`src/rtl/swbus_tx_gate.sv`:
```
module swbus_tx_gate #(
  parameter int TIMEOUT_TICKS = 1000
) (
  input  logic       clk,
  input  logic       rst_n,
  input  logic       txd_in,
  input  logic [1:0] mode_sel,
  input  logic [1:0] supply_band,
  input  logic       tick,
  output logic       drv_en,
  output logic       drv_hv,
  output logic       shape_en
);
  localparam int CW = $clog2(TIMEOUT_TICKS + 1);
  localparam logic [CW-1:0] LAST = CW'(TIMEOUT_TICKS - 1);
  localparam logic [1:0] M_SLEEP = 2'b00;
  localparam logic [1:0] M_FAST  = 2'b01;
  localparam logic [1:0] M_WAKE  = 2'b10;
  localparam logic [1:0] S_LOCK  = 2'b00;

  logic          sync_a, txd_s;
  logic          stuck;
  logic [CW-1:0] cnt;

  always_ff @(posedge clk or negedge rst_n) begin
    if (!rst_n) begin
      sync_a <= 1'b1;
      txd_s  <= 1'b1;
    end else begin
      sync_a <= txd_in;
      txd_s  <= sync_a;
    end
  end

  always_ff @(posedge clk or negedge rst_n) begin
    if (!rst_n) begin
      cnt   <= '0;
      stuck <= 1'b0;
    end else if (txd_s) begin
      cnt   <= '0;
      stuck <= 1'b0;
    end else if (tick && !stuck) begin
      cnt <= cnt + 1'b1;
      if (cnt == LAST) stuck <= 1'b1;
    end
  end

  wire active = (mode_sel != M_SLEEP) && (supply_band != S_LOCK);

  assign drv_en   = !txd_s && !stuck && active;
  assign drv_hv   = drv_en && (mode_sel == M_WAKE) && supply_band[1];
  assign shape_en = (mode_sel != M_FAST);

  a_r2_sleep_quiet: assert property (@(posedge clk) disable iff (!rst_n)
    (mode_sel == M_SLEEP) |-> !drv_en);
  a_r7_lockout_quiet: assert property (@(posedge clk) disable iff (!rst_n)
    (supply_band == S_LOCK) |-> (!drv_en && !drv_hv));
  a_r3_hv_only_wake: assert property (@(posedge clk) disable iff (!rst_n)
    drv_hv |-> (drv_en && mode_sel == M_WAKE));
  a_r8_no_hv_reduced: assert property (@(posedge clk) disable iff (!rst_n)
    (supply_band == 2'b01) |-> !drv_hv);
  a_r5_timeout_releases: assert property (@(posedge clk) disable iff (!rst_n)
    $rose(stuck) |-> (!drv_en && $past(tick)));
  a_r6_release_on_high: assert property (@(posedge clk) disable iff (!rst_n)
    $fell(stuck) |-> $past(txd_s));
  a_r9_count_bounded: assert property (@(posedge clk) disable iff (!rst_n)
    cnt <= CW'(TIMEOUT_TICKS));
  a_r9_count_clear: assert property (@(posedge clk) disable iff (!rst_n)
    txd_s |=> (cnt == '0));
endmodule

```
`config.mk`:
```
export PLATFORM = sky130hd
export DESIGN_NAME = swbus_tx_gate
export DESIGN_NICKNAME = d
export VERILOG_FILES = /design/src/rtl/swbus_tx_gate.sv
export SDC_FILE = /design/constraint.sdc
export NUM_CORES = 1
export LEC_CHECK = 0
export BUFFER_PORTS_ARGS = -buffer_cell sky130_fd_sc_hd__buf_2
export CORE_MARGIN = 2
export CORE_UTILIZATION = 40
export DETAILED_ROUTE_END_ITERATION = 8
export GPL_ROUTABILITY_DRIVEN = 0
export PLACE_DENSITY = 0.68
export SLEW_MARGIN = 20
export SYNTH_ARGS = -nofsm -noshare
export SYNTH_HDL_FRONTEND = slang
export SYNTH_SLANG_ARGS = --single-unit
```
`constraint.sdc`:
```
create_clock -name clk -period 1.25 [get_ports clk]
set_input_delay 0.125 -clock clk [delete_from_list [all_inputs] [get_ports clk]]
set_output_delay 0.125 -clock clk [all_outputs]
set_load 0.01 [all_outputs]
```
==> impl_metrics.tcl <==
set metrics [dict create \
    status "finished, violations left" \
    violations "negative setup slack" \
    hpwl_microns 943 \
    n_antenna_cell 0 \
    place_worst_setup_slack_ns -0.0790 \
    leakage_nw 0.433 \
    crit_fanout 2 \
    fmax_mhz 730 \
    yosysSeqAreaShare_pct 51.6 \
    vias_per_cell 5.14 \
    ys_async_sr_fraction_pct 100 \
    critPathCaptureType "output pin" \
    hold_ws_ns 0.249 \
    rsz0062_at_grt "true" \
    cts-buffers-inserted 3 \
    die_h_microns 43.9 \
    max-cap-violations 0 \
    synth_edf_count 0 \
    relSlewSlack_pct 79.4 \
    cp.arrival_ns 1.25 \
    core_sq_mm 0.00151 \
    power_density_mw_per_mm2 882 \
    antenna_left 0 \
    ys.flop_type "dfrtp_1" \
    clkTransAtPathRegs_ns 0.08 \
    area.growth.synth_to_final_pct 42.9 \
    utilization_pct 60.3 \
    post-route-min-period_ns 1.37 \
    syn_avg_cell_area_sq_um 10.4 \
    slew_violations 0 \
    synth-seq-cells 13 \
    grt_antenna_before_repair 0 \
    worst_setup_path_start_kind "register" \
    io_pins 11 \
    clk_latency_ns 0.27 \
    cts_tree "built" \
    final_nets 101 \
    route.detailed.drc 0 \
    io_buffers 10 \
    final_cell_area_sq_um 908 \
    critPathRequiredTime_ns 1.12 \
    clk_path_buf_depth 2 \
    dpl_cell_area_sq_um 773 \
    grt_max_degree 14 \
    dieArea_sq_mm 0.00192 \
    syn-num-nets 70 \
    routedWlPerCell_microns 12.6 \
    clockRootBuffer "clkbuf_4" \
    drt_iter0_markers 9 \
    htree_levels 1 \
    die_w_microns 43.9 \
    syn_area_sq_um 636 \
    wirelength_mm 1.35 \
    critPathKind "register to output pin" \
    yosys_warnings 0 \
    skew_ns 0.00457 \
    tightest_slew_ns 0.305 \
    vdd_drop_max_uv 590 \
    drive_gt1_share_pct 46.2 \
    finalCritPeriodShare_pct 110 \
    hold_path_class "primary input to async pin" \
    grt_first_pass_wirelength_mm 2.44 \
    grt-ovfl-total 0 \
    finalHoldViolCount 0 \
    syn_inst 61 \
    dr_total_vias 550 \
    grtUsageTotal_pct 17.7 \
    dr.pass1.iters 3 \
    setup_ws_ns -0.120 \
    setup_viol 6 \
    grt_pass1_vias 602 \
    cts_sinks 13 \
    num_rows 14 \
    start_util_pct 42.2 \
    synth_cell_types 27 \
]
==> cells in the mapped netlist, drive strengths merged, types with 2 or more instances <==
| cell | number | area share (%) |
|---|---|---|
| dfrtp | 11 | 43 |
| nor2 | 9 | 5.3 |
| xor2 | 5 | 6.9 |
| nand2 | 4 | 2.4 |
| a21oi | 3 | 2.4 |
| nand4 | 3 | 3.0 |
| and2 | 2 | 2.2 |
| and3 | 2 | 2.2 |
| dfstp | 2 | 8.3 |
| o211ai | 2 | 3.9 |
| o21ai | 2 | 1.6 |
| or3 | 2 | 2.0 |
| xnor2 | 2 | 2.8 |
==> cells by family (layout without fill, tap and decap cells) <==
logic type               after synthesis  count (layout)  synth area share, %
AND/OR/NAND/NOR                       28              28                 23.4
adder cells (fa/ha/maj)                1               1                 1.97
flip-flops                            13              13                 51.6
multiplexers                           1               1                 1.57
buffers and inverters                  3              33                 2.95
XOR/XNOR                               7               7                 9.65
AO/OA/AOI/OAI                          8               8                 8.86
==> power by group <==
part | switching, W | internal, W | total (W)
Combinational | 0.0000450 | 0.0000557 | 0.000101
Clock | 0.000134 | 0.000124 | 0.000258
Sequential | 0.00000920 | 0.000433 | 0.000442
Total | 0.000189 | 0.000613 | 0.000801
==> per-stage QoR <==
step	total power, W	TNS, ns	cells
final	0.000801	-0.336	107
after CTS	0.000807	-0.316	107
after detailed placement	0.000526	-0.0950	95
after global placement	0.000522	-0.0201	95
after floorplan	0.000484	-0.0472	61
after global routing	0.000846	-0.941	107
==> area by class of cell <==
cell class / instances / area, sq um
sequential: 13 / 328
clock buffer: 4 / 26.3
inverter: 1 / 3.75
multi-input combinational: 45 / 327
tap: 16 / 20.0
fill: 131 / 598
timing repair buffer: 28 / 204
==> critical path: stages (launching register included) <==
cell     delay, ns
dfrtp_1       0.39
buf_6         0.13
nor3_4        0.13
and4b_1       0.20
buf_2         0.12
==> final timing paths <==
| path | startpoint | endpoint | slack, ns | depth (start not counted) |
|---|---|---|---|---|
| max | stuck | drv_hv | -0.12 | 4 |
| min | rst_n | cnt[2] | 0.25 | 2 |
| max reg2reg | cnt[1] | cnt[8] | -0.09 | 5 |
| min reg2reg | sync_a | txd_s | 0.36 | 0 |
| max in group asynchronous | rst_n | txd_s | 0.72 | 2 |
| min in group clk | tick | stuck | 0.30 | 5 |
==> cells in the final DEF (no fill, tap or decap), types with 2 or more instances in the layout <==
cell            n
buf_2           9
dfstp_2         2
dfrtp_1        11
buf_4          14
nor2_1          9
or3_1           2
a21oi_1         2
xor2_1          5
clkbuf_4        3
nand4_1         3
dlygate4sd3_1   2
nand2_1         3
o211ai_2        2
buf_6           3
==> sequential cells by signal (all words and copies together) (netlist names) <==
name	cells
sync_a	1
txd_s	1
cnt	10
stuck	1
==> timing repair <==
item,CTS,global route
endpoints found under the hold margin,14,0
pin swaps,4,2
hold buffers,2,0
gates cloned,0,0
resized for setup,6,4
setup endpoints to repair,4,11
buffers inserted,6,0
==> routing by layer <==
| metal | vias up | part of all wire, % | GRT usage (%) |
|---|---|---|---|
| met5 | - | 0 | 0 |
| met4 | 0 | 1.9 | 10.9 |
| met3 | 4 | 3.1 | 2.50 |
| met2 | 11 | 52 | 30.6 |
| met1 | 262 | 43 | 20.4 |
| li1 | 273 | - | - |
Power figures use the tool's default switching activity.
